**src/rtl/rsg_pkg.sv**
```systemverilog
package rsg_pkg;

    localparam int CODE_W = 16;
    localparam int CNT_W  = 17;
    localparam logic [7:0] MAX_IDX = 8'd29;
    localparam logic [7:0] WS_BASE = 8'h06;

    typedef enum logic [1:0] {
        KIND_NONE,
        KIND_DIV,
        KIND_WS
    } kind_e;

    typedef struct packed {
        kind_e            kind;
        logic [7:0]       line;
        logic [CNT_W-1:0] ratio;
    } sel_t;

    // division ratio for a divider index (valid for 0..29)
    function automatic logic [CNT_W-1:0] ratio_of(input logic [7:0] idx);
        logic [CNT_W-1:0] r;
        if (idx < 8'd3)
            r = CNT_W'({idx[1:0], 1'b0}) + CNT_W'(2);
        else if (idx == MAX_IDX)
            r = CNT_W'(98304);
        else if (idx[0])
            r = CNT_W'(1) << ((idx + 8'd3) >> 1);
        else
            r = CNT_W'(3) << (idx >> 1);
        return r;
    endfunction

    // port whose strobe a shared port borrows
    function automatic logic [7:0] ws_home(input logic [7:0] n, input logic shared);
        logic [7:0] h;
        h = n;
        if (shared) begin
            case (n)
                8'd1, 8'd2: h = 8'd0;
                8'd4:       h = 8'd3;
                8'd8:       h = 8'd7;
                default:    h = n;
            endcase
        end
        return h;
    endfunction

endpackage

```
**src/rtl/rsg_regs.sv**
```systemverilog
module rsg_regs
    import rsg_pkg::*;
#(
    parameter int NUM_CONV = 10,
    parameter int NUM_SRC  = 5,
    parameter int ADDR_W   = 4
) (
    input  logic                             clk,
    input  logic                             rst,
    input  logic                             wr_en,
    input  logic [ADDR_W-1:0]                wr_addr,
    input  logic [31:0]                      wr_data,
    output logic [NUM_CONV-1:0][CODE_W-1:0]  code_a,
    output logic [NUM_CONV-1:0][CODE_W-1:0]  code_b,
    output logic [NUM_CONV-1:0]              restart_a,
    output logic [NUM_CONV-1:0]              restart_b,
    output logic [NUM_SRC-1:0]               div_en
);

    localparam int NPAIR    = (NUM_CONV + 1) / 2;
    localparam int ENA_ADDR = 2 * NPAIR;

    always_comb begin
        for (int c = 0; c < NUM_CONV; c++) begin
            restart_a[c] = wr_en && (wr_addr == ADDR_W'(c / 2));
            restart_b[c] = wr_en && (wr_addr == ADDR_W'(NPAIR + c / 2));
        end
    end

    always_ff @(posedge clk) begin
        if (rst) begin
            code_a <= '0;
            code_b <= '0;
            div_en <= '0;
        end else begin
            for (int c = 0; c < NUM_CONV; c++) begin
                if (restart_a[c])
                    code_a[c] <= (c % 2 == 1) ? wr_data[31:16] : wr_data[15:0];
                if (restart_b[c])
                    code_b[c] <= (c % 2 == 1) ? wr_data[31:16] : wr_data[15:0];
            end
            if (wr_en && wr_addr == ADDR_W'(ENA_ADDR))
                div_en <= wr_data[NUM_SRC:1];
        end
    end

endmodule

```
**src/rtl/rsg_chan.sv**
```systemverilog
module rsg_chan
    import rsg_pkg::*;
#(
    parameter int NUM_SRC = 5,
    parameter int NUM_WS  = 10
) (
    input  logic              clk,
    input  logic              rst,
    input  logic [CODE_W-1:0] code,
    input  logic              restart,
    input  logic [NUM_SRC-1:0] src_tick,
    input  logic [NUM_SRC-1:0] div_en,
    input  logic [NUM_WS-1:0] ws_tick,
    input  logic [NUM_WS-1:0] ws_share,
    output logic              strobe
);

    sel_t             dec;
    logic [7:0]       sel_f;
    logic [7:0]       idx_f;
    logic [7:0]       home;
    logic             shared;
    logic             tick_bit;
    logic             en_bit;
    logic             ws_bit;
    logic [CNT_W-1:0] cnt;

    // decode the selector code
    always_comb begin
        sel_f     = code[15:8];
        idx_f     = code[7:0];
        dec.kind  = KIND_NONE;
        dec.line  = '0;
        dec.ratio = ratio_of(idx_f);
        if (int'(sel_f) < NUM_SRC && idx_f <= MAX_IDX) begin
            dec.kind = KIND_DIV;
            dec.line = sel_f;
        end else if (sel_f >= WS_BASE && int'(sel_f) < int'(WS_BASE) + NUM_WS) begin
            dec.kind = KIND_WS;
            dec.line = sel_f - WS_BASE;
        end
    end

    // pick the tick, enable and strobe lines
    always_comb begin
        shared   = 1'b0;
        tick_bit = 1'b0;
        en_bit   = 1'b0;
        ws_bit   = 1'b0;
        for (int p = 0; p < NUM_WS; p++)
            if (dec.line == 8'(p)) shared = ws_share[p];
        home = ws_home(dec.line, shared);
        for (int p = 0; p < NUM_WS; p++)
            if (home == 8'(p)) ws_bit = ws_tick[p];
        for (int s = 0; s < NUM_SRC; s++)
            if (dec.line == 8'(s)) begin
                tick_bit = src_tick[s];
                en_bit   = div_en[s];
            end
    end

    always_ff @(posedge clk) begin
        if (rst) begin
            cnt    <= '0;
            strobe <= 1'b0;
        end else begin
            strobe <= 1'b0;
            if (restart) begin
                cnt <= '0;
            end else begin
                case (dec.kind)
                    KIND_DIV: begin
                        if (!en_bit) begin
                            cnt <= '0;
                        end else if (tick_bit) begin
                            if (cnt >= dec.ratio - CNT_W'(1)) begin
                                cnt    <= '0;
                                strobe <= 1'b1;
                            end else begin
                                cnt <= cnt + CNT_W'(1);
                            end
                        end
                    end
                    KIND_WS: begin
                        cnt    <= '0;
                        strobe <= ws_bit;
                    end
                    default: cnt <= '0;
                endcase
            end
        end
    end

endmodule

```
**src/rtl/rate_strobe_gen.sv**
```systemverilog
module rate_strobe_gen
    import rsg_pkg::*;
#(
    parameter int NUM_CONV = 10,
    parameter int NUM_SRC  = 5,
    parameter int NUM_WS   = 10,
    parameter int ADDR_W   = 4
) (
    input  logic                clk,
    input  logic                rst,
    input  logic [NUM_SRC-1:0]  src_tick,
    input  logic [NUM_WS-1:0]   ws_tick,
    input  logic [NUM_WS-1:0]   ws_share,
    input  logic                wr_en,
    input  logic [ADDR_W-1:0]   wr_addr,
    input  logic [31:0]         wr_data,
    input  logic [NUM_CONV-1:0] dir_play,
    output logic [NUM_CONV-1:0] tim_in,
    output logic [NUM_CONV-1:0] tim_out
);

    logic [NUM_CONV-1:0][CODE_W-1:0] code_a;
    logic [NUM_CONV-1:0][CODE_W-1:0] code_b;
    logic [NUM_CONV-1:0]             restart_a;
    logic [NUM_CONV-1:0]             restart_b;
    logic [NUM_SRC-1:0]              div_en;
    logic [NUM_CONV-1:0]             str_a;
    logic [NUM_CONV-1:0]             str_b;

    rsg_regs #(
        .NUM_CONV (NUM_CONV),
        .NUM_SRC  (NUM_SRC),
        .ADDR_W   (ADDR_W)
    ) u_regs (
        .clk       (clk),
        .rst       (rst),
        .wr_en     (wr_en),
        .wr_addr   (wr_addr),
        .wr_data   (wr_data),
        .code_a    (code_a),
        .code_b    (code_b),
        .restart_a (restart_a),
        .restart_b (restart_b),
        .div_en    (div_en)
    );

    for (genvar c = 0; c < NUM_CONV; c++) begin : g_conv
        rsg_chan #(.NUM_SRC(NUM_SRC), .NUM_WS(NUM_WS)) u_rate (
            .clk      (clk),
            .rst      (rst),
            .code     (code_a[c]),
            .restart  (restart_a[c]),
            .src_tick (src_tick),
            .div_en   (div_en),
            .ws_tick  (ws_tick),
            .ws_share (ws_share),
            .strobe   (str_a[c])
        );
        rsg_chan #(.NUM_SRC(NUM_SRC), .NUM_WS(NUM_WS)) u_port (
            .clk      (clk),
            .rst      (rst),
            .code     (code_b[c]),
            .restart  (restart_b[c]),
            .src_tick (src_tick),
            .div_en   (div_en),
            .ws_tick  (ws_tick),
            .ws_share (ws_share),
            .strobe   (str_b[c])
        );
        assign tim_in[c]  = dir_play[c] ? str_a[c] : str_b[c];
        assign tim_out[c] = dir_play[c] ? str_b[c] : str_a[c];
    end

endmodule

```
**config.mk**
```make
export PLATFORM = sky130hd
export DESIGN_NAME = rate_strobe_gen
export DESIGN_NICKNAME = d
export VERILOG_FILES = /design/src/rtl/rsg_pkg.sv /design/src/rtl/rsg_regs.sv /design/src/rtl/rsg_chan.sv /design/src/rtl/rate_strobe_gen.sv
export SDC_FILE = /design/constraint.sdc
export NUM_CORES = 2
export LEC_CHECK = 0
export BUFFER_PORTS_ARGS = -buffer_cell sky130_fd_sc_hd__buf_4
export CAP_MARGIN = 20
export CORE_MARGIN = 2
export CORE_UTILIZATION = 55
export CTS_CLUSTER_DIAMETER = 50
export DETAILED_ROUTE_END_ITERATION = 12
export PLACE_DENSITY = 0.81
export SLEW_MARGIN = 20
export SYNTH_ARGS = -nofsm -noshare
export SYNTH_HDL_FRONTEND = slang
export SYNTH_HIERARCHICAL = 1
export SYNTH_SLANG_ARGS = --single-unit
```
**constraint.sdc**
```tcl
create_clock -name clk -period 9.51 [get_ports clk]
set_input_delay 1.4265 -clock clk [delete_from_list [all_inputs] [get_ports clk]]
set_output_delay 1.4265 -clock clk [all_outputs]
set_load 0.02 [all_outputs]
```
==> flow_summary_export.csv <==
group,metric,value,unit
status,outcome,"finished clean",
power,leakage,30.8,nW
worst_setup_path,r2r_slack,3290,ps
placement,dp.cells,11200,
timing,finClkSkew,28.9,ps
logic_synthesis,synth_ff_type,"dfxtp_1",
die,coreArea,0.135,mm²
logic_synthesis,synth_seq_area_share,0.183,
clock_tree,clkSinkCount,685,
die,io_pins,94,
finish,area_growth_syn_to_layout,6.11,%
clock_tree,cts_root_buf,"clkbuf_16",
global_route,grt_usage,0.333,
clock_tree,cts_resized,0,
hold_path,whs_path_depth,2,
placement,port_buffers,93,
timing,relSlewSlack,0.108,
worst_setup_path,r2r_end,"g_conv[8].u_rate/cnt[5]",
timing,finalSetupViolCount,0,
worst_setup_path,path_class,"register to register",
die,die_area,0.139,mm²
clock_tree,clk_pin_slew,60,ps
finish,layout-drive-gt1-share,0.0869,
route,drt_pass1_iterations,9,
timing,fmax,161,MHz
placement,hpwl,172000,µm
finish,fillers,12200,
hold_path,min_from,"g_conv[4].u_port/cnt[1]",
route,detail_route.wl_per_cell,21.5,µm
logic_synthesis,yosysUniqueCellTypes,115,
timing,fin_crit,6220,ps
route,vias,77200,
die,start_util,0.553,
clock_tree,htree_levels,3,
worst_setup_path,crit_required,10150,ps
timing,slew_viol_final,0,
global_route,grt_max_degree,191,
route,drc,0,
die,die_w,373,µm
logic_synthesis,syn_area,0.0749,mm²
clock_tree,cts_hold_buffers,0,
finish,multi_input_area,0.0575,mm²
power,vdd_drop_max,0.149,mV
hold_path,hold_path_class,"register to register",
global_route,antenna_found_initial,12,
logic_synthesis,async_reset_ff_frac,0,
placement,globalplace.congestion,0.994,
flow_run,drv_cap,0,
logic_synthesis,syn_avg_cell_area,7.65,µm²
clock_tree,clock_latency,740,ps
global_route,first_global_vias,71100,
logic_synthesis,synth-edff-count,0,
timing,fin_setup_tns,0,ps
clock_tree,post_cts_buffers,0,
timing,hold_viol_final,0,
logic_synthesis,synth_top_area_share,0.183,
clock_tree,cts_buffer_depth,3,
finish,final_cells,11500,
clock_tree,cts_made_buffers,111,
logic_synthesis,synth.most_common_cell,"nor2_1",
timing,tightest_slew,1340,ps
finish,regArea,0.0137,mm²
worst_setup_path,worst_r2r_startpoint,"u_regs/code_a[128]",
logic_synthesis,synthTopCellsByCount,"nor2_1 (1195), nand2_1 (860), dfxtp_1 (685), ha_1 (460), a21oi_1 (430)",
worst_setup_path,worstSetupEndpointType,"register",
die,fp.dieH,373,µm
hold_path,holdPathEnd,"g_conv[4].u_port/cnt[1]",
logic_synthesis,ys_seq_elements,685,
logic_synthesis,synthCells,9779,
timing,rsz0062_at_grt,"false",
logic_synthesis,synth_warnings,6,
clock_tree,tritoncts,"built",
power,power_density,107,mW/mm²
worst_setup_path,start_kind,"register",
worst_setup_path,cp.arrival,6860,ps
route,wirelength,246000,µm
timing,min_period_over_period,0.654,
global_route,grt_first_pass_wirelength,384000,µm
global_route,grt_overflow,0,
die,core.rowCount,135,
logic_synthesis,synth_area_leaders,"dfxtp_1 (18%), ha_1 (7.7%), nor2_1 (6.0%), xnor2_1 (4.8%), mux2i_1 (4.5%)",
route,drt_iter0_markers,8739,
route,vias_per_cell,6.74,
logic_synthesis,synth_top_cell_by_area,"dfxtp_1",
worst_setup_path,critPathMaxFanout,17,
finish,layout.nets,10100,
logic_synthesis,synth_nets,10300,
route,postRouteAntennaNets,0,
worst_setup_path,r2r_cells,21,
[power by group]
part	total [mW]	internal, mW	switching, mW
Sequential	2.95	2.89	0.0581
Clock	4.11	2.41	1.69
Combinational	1.46	0.526	0.932
[placed cells by master (no fill, tap or decap), types with 50 or more instances in the layout]
cell,n
a211oi_1,86
a21o_1,104
a21oi_1,430
a22o_1,73
a22oi_1,117
a31oi_1,115
a32oi_1,122
and2_1,118
and3_1,226
and4_1,61
buf_4,122
clkbuf_16,111
dfxtp_1,685
ha_1,460
inv_1,323
mux2i_1,335
nand2_1,859
nand2b_1,405
nand3_1,326
nand3b_1,59
nand4_1,253
nor2_1,1195
nor2b_1,100
nor3_1,327
nor3b_1,59
nor4_1,90
o2111ai_1,50
o21a_1,96
o21ai_0,299
o32ai_1,69
or2_2,55
or3_1,58
xnor2_1,411
xor2_1,301
[through the flow]
step	setup slack, ps	power (mW)	instance area [µm²]	hold slack [ps]	util
floorplan	4680	4.00	74900	449	-
global placement	3610	4.38	75600	477	0.559
detailed placement	3270	4.41	75600	491	0.559
CTS	3240	8.54	79400	500	0.587
global route	2980	8.80	79400	519	0.587
finish	3290	8.51	79400	498	0.587
[routing by layer]
metal | part of all wire | track usage | up-vias | routed length, µm
met5 | 0.00036 | 0 | - | 89
met4 | 0.057 | 0.181 | 8 | 14100
met3 | 0.11 | 0.0751 | 840 | 27900
met2 | 0.42 | 0.502 | 4060 | 102000
met1 | 0.41 | 0.439 | 36400 | 101000
li1 | - | - | 35900 | -
[worst max-delay path by stage]
| stage | from | endpoint | slack, ps | cells after the start |
|---|---|---|---|---|
| CTS | u_regs/code_b[64] | g_conv[4].u_port/cnt[12] | 3240 | 19 |
| global route | u_regs/code_b[48] | g_conv[3].u_port/cnt[5] | 2980 | 21 |
| global placement | u_regs/code_b[64] | g_conv[4].u_port/cnt[14] | 3610 | 19 |
| floorplan | u_regs/code_b[64] | g_conv[4].u_port/cnt[7] | 4680 | 23 |
| finish | u_regs/code_a[128] | g_conv[8].u_rate/cnt[5] | 3290 | 21 |
| detailed placement | u_regs/code_b[64] | g_conv[4].u_port/cnt[12] | 3270 | 19 |
[worst max-delay path: stages (launching register included)]
cell	delay, ps
dfxtp_1	630
inv_1	150
ha_1	320
and3b_1	280
nor2_1	50
o21ai_0	280
and2_1	230
nor2_1	60
o21ai_0	500
ha_1	340
nand3_1	130
nor3_1	350
xor2_1	210
ha_1	270
nand4_1	130
nor2_1	60
nor3_1	130
a31oi_1	110
o311a_1	300
o21ai_0	570
nand3b_1	710
a21oi_1	320
[sequential cells by signal, summed over array words and instances (netlist names)]
register,cells
g_conv.u_port/strobe,10
g_conv.u_port/cnt,170
g_conv.u_rate/strobe,10
u_regs/code_b,160
g_conv.u_rate/cnt,170
u_regs/div_en,5
u_regs/code_a,160
[final cells by class]
| type | instances | share of cell area |
|---|---|---|
| Multi-Input combinational cell | 8319 | 0.724 |
| Clock inverter | 78 | 0.0103 |
| Timing Repair Buffer | 124 | 0.0120 |
| Inverter | 323 | 0.0153 |
| Antenna cell | 8 | 0.000252 |
| Tap cell | 1781 | 0.0281 |
| Sequential cell | 685 | 0.173 |
| Clock buffer | 133 | 0.0371 |
[kinds of logic after synthesis]
logic type | Yosys count | share of synthesized area
compound gates | 2382 | 0.252
simple gates | 4389 | 0.304
fa+ha+maj | 460 | 0.0769
xor+xnor | 712 | 0.0833
flops | 685 | 0.183
buf+inv | 775 | 0.0485
mux | 376 | 0.0521
No activity file was read; power rests on OpenSTA's default activity.
